`src/rtl/clkmode_ctrl.sv`:
```
module clkmode_ctrl #(
  parameter int SLOW_MULT  = 256,
  parameter int SETTLE_CYC = 16384
) (
  input  logic       ref_clk,
  input  logic       rst_n,
  input  logic       slow_sel,
  input  logic       start_req,
  input  logic [2:0] stat,
  output logic       cpu_clk,
  output logic       clk50,
  output logic       pclk,
  output logic       osc_en,
  output logic       osc_stable
);
  localparam int PW = $clog2(SLOW_MULT);
  localparam int SW = $clog2(SETTLE_CYC);
  localparam logic [2:0] PASSIVE = 3'b111;
  localparam logic [2:0] HALT    = 3'b011;

  typedef enum logic [1:0] {ST_SETTLE, ST_RUN, ST_OFF} st_t;

  st_t           st;
  logic [2:0]    ph;
  logic [PW-1:0] pre;
  logic [SW-1:0] cnt;
  logic [2:0]    stat_q;
  logic          slow_q, stop_pend, pclk_q;

  wire tick      = !slow_q || (pre == PW'(SLOW_MULT - 1));
  wire running   = (st == ST_RUN);
  wire frame_end = running && tick && (ph == 3'd5);
  wire halt_seen = frame_end && !start_req && (stat_q == PASSIVE) && (stat == HALT);
  wire stop_now  = frame_end && pclk_q && !start_req && (stop_pend || halt_seen);

  assign cpu_clk    = running && (ph < 3'd2);
  assign clk50      = running && (ph < 3'd3);
  assign pclk       = pclk_q;
  assign osc_en     = (st != ST_OFF);
  assign osc_stable = running;

  always_ff @(posedge ref_clk or negedge rst_n) begin
    if (!rst_n) begin
      st        <= ST_SETTLE;
      ph        <= '0;
      pre       <= '0;
      cnt       <= '0;
      stat_q    <= '0;
      slow_q    <= 1'b0;
      stop_pend <= 1'b0;
      pclk_q    <= 1'b0;
    end else begin
      case (st)
        ST_SETTLE: begin
          cnt <= cnt + 1'b1;
          if (cnt == SW'(SETTLE_CYC - 1)) begin
            st        <= ST_RUN;
            ph        <= '0;
            pre       <= '0;
            pclk_q    <= 1'b0;
            slow_q    <= slow_sel;
            stat_q    <= '0;
            stop_pend <= 1'b0;
          end
        end
        ST_RUN: begin
          if (start_req) stop_pend <= 1'b0;
          if (slow_q) pre <= tick ? '0 : pre + 1'b1;
          if (tick) ph <= (ph == 3'd5) ? 3'd0 : ph + 3'd1;
          if (frame_end) begin
            stat_q <= stat;
            pclk_q <= ~pclk_q;
            if (halt_seen) stop_pend <= 1'b1;
            if (pclk_q) begin
              slow_q <= slow_sel;
              pre    <= '0;
            end
          end
          if (stop_now) begin
            st        <= ST_OFF;
            ph        <= '0;
            pre       <= '0;
            pclk_q    <= 1'b0;
            stat_q    <= '0;
            stop_pend <= 1'b0;
          end
        end
        ST_OFF: begin
          if (start_req) begin
            st  <= ST_SETTLE;
            cnt <= '0;
          end
        end
        default: st <= ST_SETTLE;
      endcase
    end
  end
endmodule

```
`config.mk`:
```
export PLATFORM = sky130hd
export DESIGN_NAME = clkmode_ctrl
export DESIGN_NICKNAME = d
export VERILOG_FILES = /design/src/rtl/clkmode_ctrl.sv
export SDC_FILE = /design/constraint.sdc
export NUM_CORES = 1
export LEC_CHECK = 0
export BUFFER_PORTS_ARGS = -buffer_cell sky130_fd_sc_hd__buf_2
export CORE_AREA = 2 2 48 72
export CTS_CLUSTER_SIZE = 28
export DETAILED_ROUTE_END_ITERATION = 8
export DIE_AREA = 0 0 50 74
export GPL_ROUTABILITY_DRIVEN = 0
export PLACE_DENSITY_LB_ADDON = 0.1
export SLEW_MARGIN = 20
export SYNTH_ARGS = -nofsm -noshare
export SYNTH_HDL_FRONTEND = slang
export SYNTH_SLANG_ARGS = --single-unit
```
`constraint.sdc`:
```
create_clock -name ref_clk -period 3.7 [get_ports ref_clk]
set_input_delay 0.185 -clock ref_clk [delete_from_list [all_inputs] [get_ports ref_clk]]
set_output_delay 0.185 -clock ref_clk [all_outputs]
set_load 0.1 [all_outputs]
```
# Word-level counts from Yosys, hierarchy flattened
# Index checks and enable logic that the tools add are counted.
[totals] word_cells=86 reg_bits=33 in_bits=7
[op_classes] bitwise_logic=1 muxes=34 reduce_logical=23 n_eq_ne=15 add_sub_neg=3 order_cmp=2
[op_table] cell="8-bit 2-to-1 mux" count=6
[op_table] cell="14-bit one-hot mux with 2 select lines" count=1
[op_table] cell="3-bit 2-to-1 mux" count=6
[op_table] cell="8-bit one-hot mux with 2 select lines" count=1
[op_table] cell="14-bit by 1-bit adder with 14-bit output, second input constant" count=1
[op_table] cell="14-bit == test, second input constant" count=1
[op_table] cell="14-bit 2-to-1 mux" count=1
[op_table] cell="3-bit one-hot mux with 2 select lines" count=2
[op_table] cell="1-bit logical AND" count=10
[op_table] cell="1-bit 2-to-1 mux" count=10
[op_table] cell="3-bit AND reduction" count=3
[op_table] cell="8-bit by 1-bit adder with 8-bit output, second input constant" count=1
[op_table] cell="8-bit == test, second input constant" count=1
[op_table] cell="2-bit inequality test, second input constant" count=4
[op_table] cell="3-bit == test, second input constant" count=2
[op_table] cell="3-bit by 2-bit < comparator with 1-bit output, second input constant" count=2
[op_table] cell="2-bit 2-to-1 mux" count=3
[op_table] cell="1-bit one-hot mux with 2 select lines" count=3
[op_table] cell="2-bit one-hot mux with 3 select lines" count=1
[op_table] cell="2-bit by 1-bit inequality test with 1-bit output, second input constant" count=2
[op_table] cell="2-bit AND reduction" count=2
[op_table] cell="4-bit AND reduction" count=1
[op_table] cell="2-bit nonzero test" count=2
[op_table] cell="3-bit by 1-bit adder with 3-bit output, second input constant" count=1
[op_table] cell="other kinds (9)" count=11

# Depth between registers and ports, before layout
# Gate-level depths: netlist of run 1.
[depth] word_depth=11 mapped_depth=6 ltp_nobuf=5

# Worst setup path after synthesis of run 1
# OpenSTA, ideal clock, no wires.
[synth_timing] path_kind="reg2reg" from="register st[1]" to="register ph[1]" slack_ns=0.455 arrival_ns=3.168 period_less_slack_ns=3.245 stages_incl_launch_ff=5 cell_sequence="dfrtp_1 nand2b_1 buf_2 nor3_1 a22o_1"
[synth_between] elab_chain_cells=10 word_cells_on_any_way=17 cone_classes="eq/ne: 3; mux: 2; reduce/logical: 12"
[synth_rtl] item="from (decl)" line_no="23" rtl="st_t st;"
[synth_rtl] item="from (signal assigned)" line_no="44" rtl="st <= ST_SETTLE;"
[synth_rtl] item="from (signal assigned)" line_no="57" rtl="st <= ST_RUN;"
[synth_rtl] item="from (signal assigned)" line_no="80" rtl="st <= ST_OFF;"
[synth_rtl] item="2-bit by 1-bit == test with 1-bit output" line_no="31, 53"
[synth_rtl] item="1-bit logical AND (2 in series)" line_no="32" rtl="wire frame_end = running && tick && (ph == 3'd5);"
[synth_rtl] item="1-bit logical AND (3 in series)" line_no="33" rtl="wire halt_seen = frame_end && !start_req && (stat_q == PASSIVE) && (stat == HALT);"
[synth_rtl] item="1-bit logical OR" line_no="34" rtl="wire stop_now = frame_end && pclk_q && !start_req && (stop_pend || halt_seen);"
[synth_rtl] item="1-bit logical AND" line_no="34"
[synth_rtl] item="3-bit by 2-bit inequality test with 1-bit output (no source line) / 3-bit 2-to-1 mux (equally long branches)"
[synth_rtl] item="3-bit AND reduction (no source line) / 3-bit one-hot mux with 2 select lines (equally long branches)"
[synth_rtl] item="to (signal assigned)" line_no="69" rtl="if (tick) ph <= (ph == 3'd5) ? 3'd0 : ph + 3'd1;"
[synth_rtl] item="to (decl)" line_no="24" rtl="logic [2:0] ph;"
# Several ways; a longest one is shown, not always the timed one.
# A chain may end at the register's enable or synchronous reset.

# Final worst setup path of run 1
[layout_timing] from="register st[1]" to="output cpu_clk"
[layout_between] elab_chain_cells=2
[layout_rtl] item="2-bit by 1-bit == test with 1-bit output" line_no="31" rtl="wire running = (st == ST_RUN);"
[layout_rtl] item="1-bit logical AND" line_no="36" rtl="assign cpu_clk = running && (ph < 3'd2);"
[layout_rtl] item="to (decl)" line_no="10" rtl="output logic cpu_clk,"
# Every way passes these cells.

==> out/results.ini, run 1 <==
[yosys]
postSynthAreaPerCell_um2 = 9.681
yosysWarnings = 0
syn-cell-area_mm2 = 0.001878
synth_top_cell_by_area = dfrtp_1
synthArstFlopShare_pct = 100.0
netlist.area_leader.share_pct = 43.97
synth_edf_count = 0
synth_cells = 194
synthTopCellsByArea = dfrtp_1, mux2i_1, nand2_1
seq_area_frac_synth_pct = 43.97
synth-main-ff-cell = dfrtp_1
ys_seq_elements = 33
ys_types = 48
syn-num-nets = 203

[clocking]
path_clk_slew_ns = 0.06
post_cts_buffers = 0
tritoncts = done
hold_buffers = 1
cts_inserted_buffers = 5
cts_sinks = 33
cts_htree_levels = 2
ctsResizeCount = 0
cts_buffer_depth = 2
root_buffer = clkbuf_8
clock_latency_ns = 0.28

[cells_and_area]
n_antenna_cell = 0
fin_area_mm2 = 0.002029
syn_to_final_growth_pct = 8.061
nets = 215
drive_above_1_share_pct = 13.17

[min_path]
hp-class = primary input to register
min_path_cells = 2

[power_and_ir_drop]
p_per_area_mw_per_mm2 = 433.0
p_sw_share_pct = 31.76
power_frac_clock_pct = 27.8
netSwitchingPower_w = 0.0002791
p_seq_share_pct = 56.8
p_int_w = 0.0005997
combPwrFrac_pct = 15.5
ir_drop_mv = 0.3536
p_leak_nw = 0.9251

[worst_setup_path]
worstPathRequired_ns = 3.51
timing.rr.start = cnt[0]$_DFFE_PN0P_
path_cells = nand2b_1, nor3_1, buf_2
slowest_delay_ns = 0.53
r2r_slack_ns = 1.55
critical_path.top_delay_family = simple AND/OR/NAND/NOR gates
start_kind = register
path_max_fanout = 14
crit_buf_inv = 1
endpoint = cpu_clk
reg2regPathDepth = 5
crit_arrival_ns = 2.08
slowest_stage = dfrtp_1
crit_start = st[1]$_DFFE_PN0P_
path_depth = 3
worstSetupEndpointType = output port
r2r-end = slow_q$_DFFE_PN0P_
crit_type = register to output port

[die]
fp.dieH_um = 74
rows = 25
io_pins = 12
start_util_pct = 60.65
die_w_um = 50
core-area_mm2 = 0.003097
fp.dieArea_mm2 = 0.003700

[global_route]
overflow = 0
track_usage_pct = 24.89
grt_pass1_wl_um = 6920
grt_pass1_vias = 1534
antenna_found_initial = 0
grt_max_degree = 34

[sta]
setup_viol = 0
fin_crit_sh_pct = 61.21
worst_slew_pin_slew_ns = 0.7328
fin_hold_ws_ns = 0.1107
fin_tns_setup_ns = 0
skew_ns = 0.004436
relSlewSlack_pct = 51.15
rsz0062_at_grt = false
hold_violations = 0
fmax_ghz = 0.4415
drv_slew = 0
finalWorstPathRequiredPeriod_ns = 2.265

[detailed_routing]
postRouteAntennaNets = 0
totalWireLength_um = 4096
routed_via_density = 6.551
wl_per_cell_um = 16.72
drt_iter0_drc = 72
first_pass_iters = 4
vias = 1605
route.detailed.drc = 0

[place]
dp_hpwl_um = 3019
port_buffers = 11
place_area_mm2 = 0.001946

[run_status]
status = finished clean

[job]
max_cap_viol_count = 0

power by group through the flow:
stage               Combinational [W]  Sequential [W]  Clock [W]
finish                       0.000136        0.000499   0.000244
CTS                          0.000138        0.000497   0.000253
global placement             0.000129        0.000498          0
floorplan                    0.000118        0.000474          0
detailed placement           0.000136        0.000503          0
global route                 0.000156        0.000509   0.000267
per-stage QoR:
stage	setup slack (ns)	std cells	total power [W]	util (%)
final	1.435	245	0.0008788	65.54
after global routing	1.287	245	0.0009314	65.54
after CTS	1.406	245	0.0008883	65.54
after detailed placement	1.550	238	0.0006391	62.83
after global placement	1.631	238	0.0006272	62.83
after floorplan	0.4549	194	0.0005925	-
layout by cell type (no fill, tap or decap), drive strengths merged, types with 3 or more instances in the layout:
cell type  Yosys  routed
mux2           3       3
a22o           3       3
nand2b         5       5
mux2i         10      10
clkbuf         3       5
a21oi          8       8
nand3         11      11
dfrtp         33      33
nor3           6       6
nor2          10      10
and4           4       4
buf            4      11
nand2         20      20
nand4          8       8
a32o           4       4
inv            7       7
o21ai         19      19
a21o           5       5
cells by family after synthesis:
logic type,after synthesis,share of synthesized area [%]
AND/OR/NAND/NOR,80,24.18
AO/OA/AOI/OAI,52,19.79
flip-flops,33,43.97
buffers and inverters,14,3.397
multiplexers,13,7.328
adder cells (fa/ha/maj),2,1.332
how the worst min path moves through the flow:
stage | from | to | slack (ns)
after floorplan | rst_n | cnt[0]$_DFFE_PN0P_ | -0.11
after global routing | start_req | st[1]$_DFFE_PN0P_ | 0.11
after global placement | rst_n | cnt[4]$_DFFE_PN0P_ | 0.28
after detailed placement | rst_n | cnt[4]$_DFFE_PN0P_ | 0.29
final | start_req | st[1]$_DFFE_PN0P_ | 0.11
after CTS | start_req | st[1]$_DFFE_PN0P_ | 0.10
per-layer routing:
layer	global-route usage [%]	routed length, um
met4	16.36	165
met5	0	0
met3	5.221	133
met2	44.88	2254
met1	25.79	1542
registers in the layout, indices dropped and copies added (netlist names):
name       cells
stop_pend      1
slow_q         1
cnt           14
pclk           1
st             2
stat_q         3
pre            8
ph             3
cell type report:
| type | instances | area, um2 |
|---|---|---|
| clock buffer | 5 | 68.82 |
| clock inverter | 1 | 5.005 |
| fill | 248 | 1067 |
| inverter | 7 | 26.28 |
| multi-input combinational | 147 | 988.4 |
| sequential | 33 | 825.8 |
| tap | 40 | 50.05 |
| timing repair buffer | 12 | 65.06 |
Yosys cell counts, types with 3 or more instances:
library cell and number:
o21ai_1 4, nand2b_1 5, nand3_1 11, and4_1 4, a21oi_1 8, o21ai_0 14, nor3_1 6, dfrtp_1 33
nand2_1 20, a21o_1 5, inv_1 6, clkbuf_1 3, nand4_1 6, mux2i_1 10, a32o_1 4, buf_2 3
nor2_1 10, a22o_1 3
Power figures use the tool's default switching activity.
==> run 2, diff against run 1 <==
--- a/config.mk
+++ b/config.mk
@@ -6,10 +6,10 @@
 export NUM_CORES = 1
 export LEC_CHECK = 0
 export BUFFER_PORTS_ARGS = -buffer_cell sky130_fd_sc_hd__buf_2
-export CORE_AREA = 2 2 48 72
+export CORE_AREA = 2 2 52 78
 export CTS_CLUSTER_SIZE = 28
 export DETAILED_ROUTE_END_ITERATION = 8
-export DIE_AREA = 0 0 50 74
+export DIE_AREA = 0 0 54 80
 export GPL_ROUTABILITY_DRIVEN = 0
 export PLACE_DENSITY_LB_ADDON = 0.1
 export SLEW_MARGIN = 20
==> constraint.sdc (replaced) <==
create_clock -name ref_clk -period 1.8 [get_ports ref_clk]
set_input_delay 0.09 -clock ref_clk [delete_from_list [all_inputs] [get_ports ref_clk]]
set_output_delay 0.09 -clock ref_clk [all_outputs]
set_load 0.1 [all_outputs]
==> run 2 against run 1 <==
Compared with the run above:
- clock power increased to 2.9 times the previous value
- worst setup slack got worse by 1.4 ns
- critical endpoint is now slow_q$_DFFE_PN0P_
- first-iteration DRC count decreased by 13%
- register-to-register slack got worse by 1.5 ns
- flip-flop and latch count unchanged
- wire length increased by 8.1%
- critical path type is now register to register
- sequential share of layout area decreased by 4.7 points
==> out/results.ini, run 2 (synthesized netlist as in run 1, its figures left out) <==
[run_status]
status = finished clean  ; unchanged

[sta]
drv_slew = 0  ; unchanged
finalWorstPathRequiredPeriod_ns = 1.718
fin_hold_ws_ns = 0.03870  ; was 0.1107 ns
worst_slew_pin_slew_ns = 0.7509  ; was 0.7328 ns
fmax_ghz = 0.5821
fin_crit_sh_pct = 95.45
relSlewSlack_pct = 49.94  ; was 51.15%
setup_viol = 0  ; unchanged
skew_ns = 0.008588  ; was 0.004436 ns
hold_violations = 0  ; unchanged
fin_tns_setup_ns = 0  ; unchanged
rsz0062_at_grt = true  ; was false

[cells_and_area]
nets = 234  ; was 215
max_flop_register = cnt  ; unchanged
fin_util_pct = 63.13  ; was 65.54%
n_antenna_cell = 0  ; unchanged
fillers = 330  ; was 248
final_cell_mix = dfrtp_1, nand2_1, buf_4  ; was dfrtp_1, nand2_1, o21ai_0
drive_above_1_share_pct = 22.57  ; was 13.17%
stdcell_count = 269  ; was 245
register_area_um2 = 829.5  ; was 825.8 um2
syn_to_final_growth_pct = 22.65  ; was 8.061%
multi_input_area_mm2 = 0.001017  ; was 988.4 um2
reg_top3 = cnt: 14 flops, pre: 8 flops  ; unchanged
final_common_cell = dfrtp_1  ; unchanged
largest_register_ffs = 14  ; unchanged

[worst_setup_path]
path_max_fanout = 4  ; was 14
crit_arrival_ns = 1.89  ; was 2.08 ns
crit_type = register to register  ; was register to output port
start_kind = register  ; unchanged
worstPathRequired_ns = 1.97  ; was 3.51 ns
worstSetupEndpointType = register  ; was output port

[detailed_routing]
routed_via_density = 6.204  ; was 6.551
totalWireLength_um = 4427  ; was 4096 um
postRouteAntennaNets = 0  ; unchanged
route.detailed.drc = 0  ; unchanged
drt_iter0_drc = 63  ; was 72
wl_per_cell_um = 16.46  ; was 16.72 um
vias = 1669  ; was 1,605
first_pass_iters = 4  ; unchanged

[die]
die_w_um = 54  ; was 50 um
start_util_pct = 51.47  ; was 60.65%
fp.dieArea_mm2 = 0.004320  ; was 0.003700 mm2
rows = 27  ; was 25
fp.dieH_um = 80  ; was 74 um
core-area_mm2 = 0.003649  ; was 0.003097 mm2
io_pins = 12  ; unchanged

[clocking]
tritoncts = done  ; unchanged
cts_sinks = 33  ; unchanged
clock_latency_ns = 0.28  ; about the same
root_buffer = clkbuf_8  ; unchanged
cts_buffer_depth = 2  ; unchanged
cts_inserted_buffers = 5  ; unchanged
cts_htree_levels = 2  ; unchanged
path_clk_slew_ns = 0.07  ; was 0.06 ns

[global_route]
grt_max_degree = 34  ; unchanged
antenna_found_initial = 0  ; unchanged
track_usage_pct = 23.22  ; was 24.89%
overflow = 0  ; unchanged
grt_pass1_vias = 1629  ; was 1,534
grt_pass1_wl_um = 7224  ; was 6920 um

[power_and_ir_drop]
p_leak_nw = 1.030  ; was 0.9251 nW
ir_drop_mv = 0.6120  ; was 0.3536 mV
p_per_area_mw_per_mm2 = 922.0  ; was 433.0 mW/mm2

[place]
dp_hpwl_um = 3389  ; was 3019 um
dp_cells = 257  ; was 238
port_buffers = 11  ; unchanged

[job]
max_cap_viol_count = 0  ; unchanged

[min_path]
hp-class = primary input to register  ; unchanged

==> run 2: cell count changes in the layout (fill, tap and decap cells not counted), sizes merged <==
cell	change
buf	+18
clkinv	-1
dlygate4sd3	+1
clkbuf	+2
bufinv	+1
==> run 2: worst paths after layout <==
check,start,depth (start not counted),to,slack [ns]
min reg2reg,cnt[7]$_DFFE_PN0P_,1,cnt[7]$_DFFE_PN0P_,0.52
max,cnt[7]$_DFFE_PN0P_,4,slow_q$_DFFE_PN0P_,0.08
max reg2reg,cnt[7]$_DFFE_PN0P_,4,slow_q$_DFFE_PN0P_,0.08
min,stat[0],2,stat_q[0]$_DFFE_PN0P_,0.04
max in group asynchronous,rst_n,2,pclk$_DFFE_PN0P_,0.84
min in group asynchronous,rst_n,2,cnt[7]$_DFFE_PN0P_,0.41
==> run 2: repair_timing <==
action | CTS | global route
pin swaps | 0 | 3
setup endpoints to repair | 1 | 11
endpoints found under the hold margin | 34 | 0
gates resized for setup | 1 | 2
hold buffers | 2 | 0
setup buffers | 0 | 2
==> run 2: critical path, cell delays in order, from the launching register on <==
cell and delay, ns:
dfrtp_1 0.39, nand4_1 0.25, o41ai_4 0.47, o21ai_1 0.16, mux2_4 0.32
==> run 2: layout make-up <==
class	count	share of cell area [%]
Clock inverter	1	1.304
Sequential cell	33	36.01
Timing Repair Buffer	31	11.08
Multi-Input combinational cell	147	44.16
Inverter	7	1.358
Clock buffer	7	3.748
Tap cell	43	2.336
==> run 2: layer usage <==
layer | vias up | global-route usage, % | wire length (um) | part of all wire [%]
met1 | 832 | 23.91 | 1661 | 38
met3 | 9 | 5.056 | 128 | 2.9
li1 | 794 | - | - | -
met2 | 34 | 43.05 | 2541 | 57
met5 | - | 0 | 0 | 0
met4 | 0 | 9.250 | 95 | 2.1
==> run 2: report_power, final <==
| part | internal [W] | total [W] | switching [W] |
|---|---|---|---|
| clock network | 0.000451 | 0.000719 | 0.000267 |
| logic | 0.000199 | 0.000410 | 0.000211 |
| registers | 0.000851 | 0.000995 | 0.000144 |
| total | 0.00150 | 0.00212 | 0.000623 |
==> run 2: through the flow <==
step | power (W) | area [um2] | setup WS, ns
6_report | 0.002124 | 2303 | 0.08195
2_1_floorplan | 0.001218 | 1911 | -0.05405
3_5_place_dp | 0.001390 | 2147 | 0.06163
3_3_place_gp | 0.001350 | 2147 | 0.1394
4_1_cts | 0.002112 | 2286 | 0.05077
5_1_grt | 0.002240 | 2303 | -0.01892
